===== config.mk =====
export PLATFORM = sky130hd
export DESIGN_NAME = spi_fifo_master
export DESIGN_NICKNAME = d
export VERILOG_FILES = /design/src/rtl/spim_pkg.sv /design/src/rtl/spim_fifo.sv /design/src/rtl/spim_engine.sv /design/src/rtl/spi_fifo_master.sv
export SDC_FILE = /design/constraint.sdc
export NUM_CORES = 1
export LEC_CHECK = 0
export BUFFER_PORTS_ARGS = -buffer_cell sky130_fd_sc_hd__buf_2
export CAP_MARGIN = 40
export CORE_MARGIN = 4
export CORE_UTILIZATION = 46
export CTS_CLUSTER_DIAMETER = 30
export DETAILED_ROUTE_END_ITERATION = 16
export GPL_TIMING_DRIVEN = 0
export PLACE_DENSITY_LB_ADDON = 0.08
export SETUP_SLACK_MARGIN = 0.5
export SLEW_MARGIN = 0
export SYNTH_ARGS = -nofsm -noshare
export SYNTH_HDL_FRONTEND = slang
export SYNTH_SLANG_ARGS = --single-unit

===== constraint.sdc =====
create_clock -name clk -period 5 [get_ports clk]
set_input_delay 0.5 -clock clk [delete_from_list [all_inputs] [get_ports clk]]
set_output_delay 0.5 -clock clk [all_outputs]
set_load 0.05 [all_outputs]

===== src/rtl/spim_pkg.sv =====
package spim_pkg;
    // register word addresses
    localparam logic [2:0] ADDR_RX   = 3'd0;
    localparam logic [2:0] ADDR_TX   = 3'd1;
    localparam logic [2:0] ADDR_CTRL = 3'd2;
    localparam logic [2:0] ADDR_IEN  = 3'd3;
    localparam logic [2:0] ADDR_STAT = 3'd4;
    localparam logic [2:0] ADDR_WAIT = 3'd5;
    // control field positions
    localparam int C_EN   = 0;
    localparam int C_XCH  = 2;
    localparam int C_NEG  = 3;
    localparam int C_POL  = 4;
    localparam int C_LEN  = 8;
    localparam int C_RATE = 16;
    localparam int C_CS   = 24;
    // status bits
    localparam int S_TXHE = 0;
    localparam int S_TXF  = 1;
    localparam int S_RXR  = 2;
    localparam int S_RXHF = 3;
    localparam int S_OVF  = 5;
    localparam int S_TC   = 6;
    // interrupt enable bits
    localparam int I_TXHE = 0;
    localparam int I_RXR  = 1;
    localparam int I_RXHF = 2;
    localparam int I_TC   = 3;

    typedef enum logic [1:0] {ENG_IDLE, ENG_SHIFT, ENG_GAP} eng_state_e;
endpackage


===== src/rtl/spim_fifo.sv =====
module spim_fifo #(
    parameter int WIDTH = 32,
    parameter int DEPTH = 8,
    localparam int AW = (DEPTH > 1) ? $clog2(DEPTH) : 1,
    localparam int CW = $clog2(DEPTH + 1)
) (
    input  logic             clk,
    input  logic             rst_n,
    input  logic             clr,
    input  logic             push,
    input  logic [WIDTH-1:0] wdata,
    input  logic             pop,
    output logic [WIDTH-1:0] rdata,
    output logic [CW-1:0]    count
);
    typedef struct packed {
        logic [AW-1:0] wp;
        logic [AW-1:0] rp;
        logic [CW-1:0] cnt;
    } ptr_t;

    ptr_t q, d;
    logic [WIDTH-1:0] mem [DEPTH];
    logic do_push, do_pop;

    always_comb begin
        do_push = push && (q.cnt != CW'(DEPTH));
        do_pop  = pop && (q.cnt != '0);
        d = q;
        if (clr) begin
            d = '0;
        end else begin
            if (do_push) d.wp = (q.wp == AW'(DEPTH - 1)) ? '0 : q.wp + 1'b1;
            if (do_pop)  d.rp = (q.rp == AW'(DEPTH - 1)) ? '0 : q.rp + 1'b1;
            d.cnt = q.cnt + CW'(do_push) - CW'(do_pop);
        end
    end

    always_ff @(posedge clk or negedge rst_n) begin
        if (!rst_n) q <= '0;
        else        q <= d;
    end

    always_ff @(posedge clk) begin
        if (do_push && !clr) mem[q.wp] <= wdata;
    end

    assign rdata = mem[q.rp];
    assign count = q.cnt;
endmodule


===== src/rtl/spim_engine.sv =====
module spim_engine
    import spim_pkg::*;
#(
    parameter int DW    = 32,
    parameter int RATEW = 3,
    parameter int WAITW = 16,
    localparam int LW   = $clog2(DW),
    localparam int DIVW = (1 << RATEW) + 1
) (
    input  logic             clk,
    input  logic             rst_n,
    input  logic             en,
    input  logic             go,
    input  logic             neg,
    input  logic [LW-1:0]    len_m1,
    input  logic [RATEW-1:0] rate,
    input  logic [WAITW-1:0] wait_n,
    input  logic             tx_avail,
    input  logic [DW-1:0]    tx_word,
    input  logic             miso,
    output logic             tx_pop,
    output logic             rx_push,
    output logic [DW-1:0]    rx_word,
    output logic             fin,
    output logic             sclk,
    output logic             mosi,
    output logic             sel_on
);
    typedef struct packed {
        eng_state_e       st;
        logic [DIVW-1:0]  div;
        logic [LW-1:0]    bits;
        logic [WAITW-1:0] wcnt;
        logic             sclk;
        logic [DW-1:0]    txsh;
        logic [DW-1:0]    rxsh;
        logic             push;
        logic             fin;
    } eng_t;

    eng_t q, d;
    logic launch;
    logic [DIVW-1:0] half_m1;

    assign half_m1 = DIVW'((DIVW'(1) << (32'(rate) + 1)) - DIVW'(1));

    always_comb begin
        d = q;
        d.push = 1'b0;
        d.fin  = 1'b0;
        launch = 1'b0;
        if (!en || (!go && q.st != ENG_IDLE)) begin
            d.st   = ENG_IDLE;
            d.sclk = 1'b0;
        end else begin
            case (q.st)
                ENG_IDLE: begin
                    if (go && !q.fin) begin
                        if (tx_avail) launch = 1'b1;
                        else          d.fin  = 1'b1;
                    end
                end
                ENG_SHIFT: begin
                    if (q.div == '0) begin
                        d.div = half_m1;
                        if (!q.sclk) begin
                            d.sclk = 1'b1;
                            d.rxsh = {q.rxsh[DW-2:0], miso};
                        end else begin
                            d.sclk = 1'b0;
                            if (q.bits == '0) begin
                                d.st   = ENG_GAP;
                                d.wcnt = wait_n;
                                d.push = 1'b1;
                            end else begin
                                d.bits = q.bits - 1'b1;
                                d.txsh = q.txsh << 1;
                            end
                        end
                    end else begin
                        d.div = q.div - 1'b1;
                    end
                end
                ENG_GAP: begin
                    if (q.wcnt == '0) begin
                        if (tx_avail) begin
                            launch = 1'b1;
                        end else begin
                            d.st  = ENG_IDLE;
                            d.fin = 1'b1;
                        end
                    end else begin
                        d.wcnt = q.wcnt - 1'b1;
                    end
                end
                default: d.st = ENG_IDLE;
            endcase
        end
        if (launch) begin
            d.st   = ENG_SHIFT;
            d.div  = half_m1;
            d.bits = len_m1;
            d.sclk = 1'b0;
            d.txsh = tx_word << (DW - 1 - int'(len_m1));
            d.rxsh = '0;
        end
    end

    always_ff @(posedge clk or negedge rst_n) begin
        if (!rst_n) q <= '0;
        else        q <= d;
    end

    assign tx_pop  = launch;
    assign rx_push = q.push;
    assign rx_word = q.rxsh;
    assign fin     = q.fin;
    assign sclk    = q.sclk;
    assign mosi    = q.txsh[DW-1];
    assign sel_on  = (q.st == ENG_SHIFT) || (q.st == ENG_GAP && !neg);
endmodule


===== src/rtl/spi_fifo_master.sv =====
module spi_fifo_master
    import spim_pkg::*;
#(
    parameter int DW    = 32,
    parameter int DEPTH = 8,
    parameter int NSEL  = 4,
    parameter int RATEW = 3,
    parameter int WAITW = 16,
    localparam int CSW  = (NSEL > 1) ? $clog2(NSEL) : 1,
    localparam int LW   = $clog2(DW),
    localparam int CW   = $clog2(DEPTH + 1)
) (
    input  logic            clk,
    input  logic            rst_n,
    input  logic            bus_sel,
    input  logic            bus_wr,
    input  logic [2:0]      bus_addr,
    input  logic [31:0]     bus_wdata,
    output logic [31:0]     bus_rdata,
    output logic            irq,
    output logic            sclk,
    output logic            mosi,
    input  logic            miso,
    output logic [NSEL-1:0] ss
);
    typedef struct packed {
        logic             en;
        logic             xch;
        logic             neg;
        logic             pol;
        logic [CSW-1:0]   cs;
        logic [RATEW-1:0] rate;
        logic [LW-1:0]    len;
        logic [3:0]       ien;
        logic [WAITW-1:0] waitn;
        logic             tc;
        logic             ovf;
    } regs_t;

    regs_t q, d;
    logic wr, rd;
    logic tx_push, tx_pop, rx_pop, rx_full, tx_full;
    logic eng_push, eng_fin, sel_on;
    logic [DW-1:0] tx_head, rx_head, rx_word;
    logic [CW-1:0] tx_cnt, rx_cnt;
    logic [31:0] stat, ctl;
    logic [3:0]  cond;
    logic xch_r, tc_r, ovf_r, pol_r;
    logic [3:0] ien_r;

    assign wr      = bus_sel && bus_wr;
    assign rd      = bus_sel && !bus_wr;
    assign tx_full = (tx_cnt == CW'(DEPTH));
    assign rx_full = (rx_cnt == CW'(DEPTH));
    assign tx_push = wr && (bus_addr == ADDR_TX) && q.en;
    assign rx_pop  = rd && (bus_addr == ADDR_RX);

    spim_fifo #(.WIDTH(DW), .DEPTH(DEPTH)) u_txq (
        .clk(clk), .rst_n(rst_n), .clr(!q.en), .push(tx_push),
        .wdata(bus_wdata[DW-1:0]), .pop(tx_pop), .rdata(tx_head), .count(tx_cnt)
    );

    spim_fifo #(.WIDTH(DW), .DEPTH(DEPTH)) u_rxq (
        .clk(clk), .rst_n(rst_n), .clr(!q.en), .push(eng_push && !rx_full),
        .wdata(rx_word), .pop(rx_pop), .rdata(rx_head), .count(rx_cnt)
    );

    spim_engine #(.DW(DW), .RATEW(RATEW), .WAITW(WAITW)) u_eng (
        .clk(clk), .rst_n(rst_n), .en(q.en), .go(q.xch), .neg(q.neg),
        .len_m1(q.len), .rate(q.rate), .wait_n(q.waitn),
        .tx_avail(tx_cnt != '0), .tx_word(tx_head), .miso(miso),
        .tx_pop(tx_pop), .rx_push(eng_push), .rx_word(rx_word), .fin(eng_fin),
        .sclk(sclk), .mosi(mosi), .sel_on(sel_on)
    );

    always_comb begin
        d = q;
        if (wr) begin
            case (bus_addr)
                ADDR_CTRL: begin
                    d.en   = bus_wdata[C_EN];
                    d.xch  = bus_wdata[C_XCH];
                    d.neg  = bus_wdata[C_NEG];
                    d.pol  = bus_wdata[C_POL];
                    d.len  = bus_wdata[C_LEN +: LW];
                    d.rate = bus_wdata[C_RATE +: RATEW];
                    d.cs   = bus_wdata[C_CS +: CSW];
                end
                ADDR_IEN:  d.ien   = bus_wdata[3:0];
                ADDR_WAIT: d.waitn = bus_wdata[WAITW-1:0];
                ADDR_STAT: begin
                    if (bus_wdata[S_TC])  d.tc  = 1'b0;
                    if (bus_wdata[S_OVF]) d.ovf = 1'b0;
                end
                default: ;
            endcase
        end
        // hardware events win over software clears
        if (eng_fin) begin
            d.tc  = 1'b1;
            d.xch = 1'b0;
        end
        if (eng_push && rx_full) d.ovf = 1'b1;
        if (!d.en) d.xch = 1'b0;
    end

    always_ff @(posedge clk or negedge rst_n) begin
        if (!rst_n) q <= '0;
        else        q <= d;
    end

    always_comb begin
        stat         = '0;
        stat[S_TXHE] = (tx_cnt <= CW'(DEPTH / 2));
        stat[S_TXF]  = tx_full;
        stat[S_RXR]  = (rx_cnt != '0);
        stat[S_RXHF] = (rx_cnt >= CW'(DEPTH / 2));
        stat[S_OVF]  = q.ovf;
        stat[S_TC]   = q.tc;
        ctl               = '0;
        ctl[C_EN]         = q.en;
        ctl[C_XCH]        = q.xch;
        ctl[C_NEG]        = q.neg;
        ctl[C_POL]        = q.pol;
        ctl[C_LEN +: LW]  = q.len;
        ctl[C_RATE +: RATEW] = q.rate;
        ctl[C_CS +: CSW]  = q.cs;
        case (bus_addr)
            ADDR_RX:   bus_rdata = 32'(rx_head);
            ADDR_CTRL: bus_rdata = ctl;
            ADDR_IEN:  bus_rdata = 32'(q.ien);
            ADDR_STAT: bus_rdata = stat;
            ADDR_WAIT: bus_rdata = 32'(q.waitn);
            default:   bus_rdata = '0;
        endcase
    end

    assign cond[I_TXHE] = stat[S_TXHE];
    assign cond[I_RXR]  = stat[S_RXR];
    assign cond[I_RXHF] = stat[S_RXHF];
    assign cond[I_TC]   = stat[S_TC];
    assign irq = |(cond & q.ien);

    for (genvar i = 0; i < NSEL; i++) begin : g_sel
        assign ss[i] = (sel_on && q.cs == CSW'(i)) ? q.pol : ~q.pol;
    end

    assign xch_r = q.xch;
    assign tc_r  = q.tc;
    assign ovf_r = q.ovf;
    assign pol_r = q.pol;
    assign ien_r = q.ien;
endmodule


==> reports/qor.yml <==
run_status:
  status: "finished clean"
yosys:
  yosysTopAreaCell: "edfxtp_1"
  yosysMostFrequentCell: "edfxtp_1"
  yosys_warnings: 0
  synth-async-reset-ratio_pct: 23.2
  ys_seq_area_share_pct: 66.3
  ys_seq_elements: 667
  synth_area_sq_mm: 0.0290
  synth_commonest_cells: "edfxtp_1 (512), nand2_1 (164), dfrtp_1 (155)"
  synth_edf_count: 512
  yosys_most_used_dff: "edfxtp_1"
  syn_avg_cell_area_sq_um: 15.5
  ys_types: 76
  synthCells: 1869
  syn-num-nets: 1939
  synth_top_area_share_pct: 53.0
  synth.area.top_cells: "edfxtp_1 (53%), dfrtp_1 (13%), mux4_2 (11%)"
global_route:
  grt.total_usage_pct: 24.6
  overflow: 0
  grt_pass1_vias: 18800
  grt_first_pass_wirelength_mm: 121
  grt_antenna_before_repair: 6
  grt_max_degree: 90
worst_setup_path:
  rr_startpoint: "u_eng.q[67]"
  cp_num_buf_inv: 4
  worstPathRequired_ns: 4.50
  crit_top_cell: "buf_1"
  crit_family: "buffers and inverters"
  arrival_ns: 3.81
  reg2reg_slack_ns: 0.88
  r2r-end: "u_txq.count[2]"
  worst_path_largest_cell_delay_ns: 0.56
  critPathKind: "reg -> out"
  cp-start-kind: "register"
  crit_chain: "buf_1 -> buf_1 -> buf_6 -> mux4_2 -> mux2i_1 -> o21ai_0 -> buf_2"
  crit_fanout: 10
  startpoint: "u_rxq.q[4]"
  path_depth: 7
  end_kind: "output pin"
  reg2reg_depth: 14
  cp_slowest_cell: "buf_1"
  endpoint: "bus_rdata[8]"
sta:
  worst_slew_pin_slew_ns: 0.948
  period_share_pct: 86.3
  setup_tns_ns: 0
  finalHoldViolations: 0
  fmax_mhz: 232
  whs_ns: 0.0591
  rsz0062_at_grt: "no"
  finClkSkew_ns: 0.0399
  setup_viol_count_final: 0
  drv_slew: 0
  relSlewSlack_pct: 36.3
  fin_ws_ns: 0.687
  fin_crit_ns: 4.31
route:
  finalWirelength_mm: 81.4
  drt_pass1_iterations: 5
  drtIter0Drc: 1478
  num_vias: 18000
  ant_nets: 0
  drcViolationCount: 0
  wire_per_inst_um: 26.3
  viasPerCell: 5.82
cts:
  htree_levels: 4
  tritoncts: "done"
  clkSlewWorstSetupHoldPaths_ns: 0.05
  clock-root-buffer: "clkbuf_16"
  cts_buffers: 142
  cts.sinks: 667
  insertion_delay_ns: 0.72
  cts_buffer_depth: 3
final_layout:
  drive_above_1_share_pct: 26.7
  area_growth_pct: 24.5
  layoutNonFillerInstCount: 3096
  layout.nets: 2209
placement:
  hpwl_mm: 55.9
  dp_slack_ns: 0.895
  gp_congestion: 0.898
  io_buffers: 76
  dp_cells: 2831
flow_run:
  maxCapViolCount: 0
worst_hold_path:
  hold_path.class: "in -> reg"
  hp-start: "miso"
floorplan:
  die_h_um: 259
  start_util_pct: 46.8
  core_area_sq_mm: 0.0621
  row_count: 91
  dieArea_sq_mm: 0.0672
  pin_count: 79
  dieWidth_um: 259
pwr:
  vdd_drop_max_uv: 430
  p_total_uw: 16500
  power-per-cell-area_mw_per_mm2: 457
  p_leak_uw: 0.0125
-- sequential cells by signal, indices dropped and copies added, names as in the netlist --
name,cells
u_rxq.mem,256
u_txq.mem,256
u_eng.q,63
u_eng.rx_word,32
q,16
ctl,12
u_rxq.q,6
u_txq.q,6
ien_r,4
u_rxq.count,4
u_txq.count,4
ovf_r,1
pol_r,1
tc_r,1
u_eng.fin,1
u_eng.mosi,1
u_eng.rx_push,1
u_eng.sclk,1
xch_r,1
-- cell type report --
class | instances | area (sq um)
buffer | 110 | 458
sequential | 667 | 19300
clock buffer | 171 | 3770
inverter | 36 | 135
timing repair buffer | 126 | 1120
antenna | 2 | 5.00
fill | 4854 | 25900
clock inverter | 91 | 1050
tap | 837 | 1050
multi-input combinational | 1056 | 9290
-- power by group --
group          total (uW)  switching, uW  internal (uW)
combinational        1130            750            376
sequential           6100           78.2           6030
clock                9280           3100           6180
-- worst reg2reg max path, delay by kind of cell (launching register included) --
| kind | cells | cell delay [ns] |
|---|---|---|
| XOR/XNOR | 1 | 0.17 |
| flip-flops | 1 | 0.38 |
| AND/OR/NAND/NOR | 3 | 0.86 |
| adder cells (fa/ha/maj) | 4 | 1.00 |
| buffers and inverters | 5 | 1.08 |
| AO/OA/AOI/OAI | 1 | 0.52 |
-- how the worst min path moves through the flow --
stage / to / slack (ns) / cells after the start
global placement: xch_r / 0.42 / 1
detailed placement: xch_r / 0.43 / 1
CTS: u_eng.rx_word[0] / 0.008 / 3
global route: u_txq.mem[3][23] / 0.04 / 1
finish: u_eng.rx_word[0] / 0.06 / 3
floorplan: ctl[0] / 0.20 / 0
-- cell usage in the layout, fill, tap and decap left out, types with 32 or more instances in the layout --
cell	n
clkbuf_16	143
nand2_1	164
inv_1	32
a21oi_1	52
mux2i_1	88
dfrtp_1	155
mux2_2	66
buf_2	88
mux4_2	146
o21ai_0	117
clkbuf_1	93
nor2_1	112
edfxtp_1	512
-- metrics by stage --
stage               utilization, %  cell area [sq um]
global route                  58.2              36100
CTS                           58.2              36100
finish                        58.2              36100
detailed placement            50.4              31300
global placement              49.1              30500
floorplan                        -              29000
-- routing by layer --
metal  GRT usage (%)  share of wire, %
met1            31.7                40
met2            41.4                50
met3            5.52               6.3
met4            8.69               2.7
met5               0             0.068
-- kinds of logic (layout without fill, tap and decap cells) --
family	Yosys count	after routing	synth area share, %
simple gates	413	413	6.38
xor+xnor	13	13	0.392
buf+inv	146	534	2.04
compound gates	299	299	6.54
fa+ha+maj	31	31	1.38
other cells	0	2	0
flops	667	667	66.3
mux	300	300	16.9
-- what timing repair did --
| item | 4_1_cts | 5_1_grt |
|---|---|---|
| buffers inserted | 0 | 0 |
| hold endpoints to repair | 66 | 0 |
| hold buffers | 1 | 0 |
| gates resized for setup | 0 | 0 |
Power figures use the tool's default switching activity.
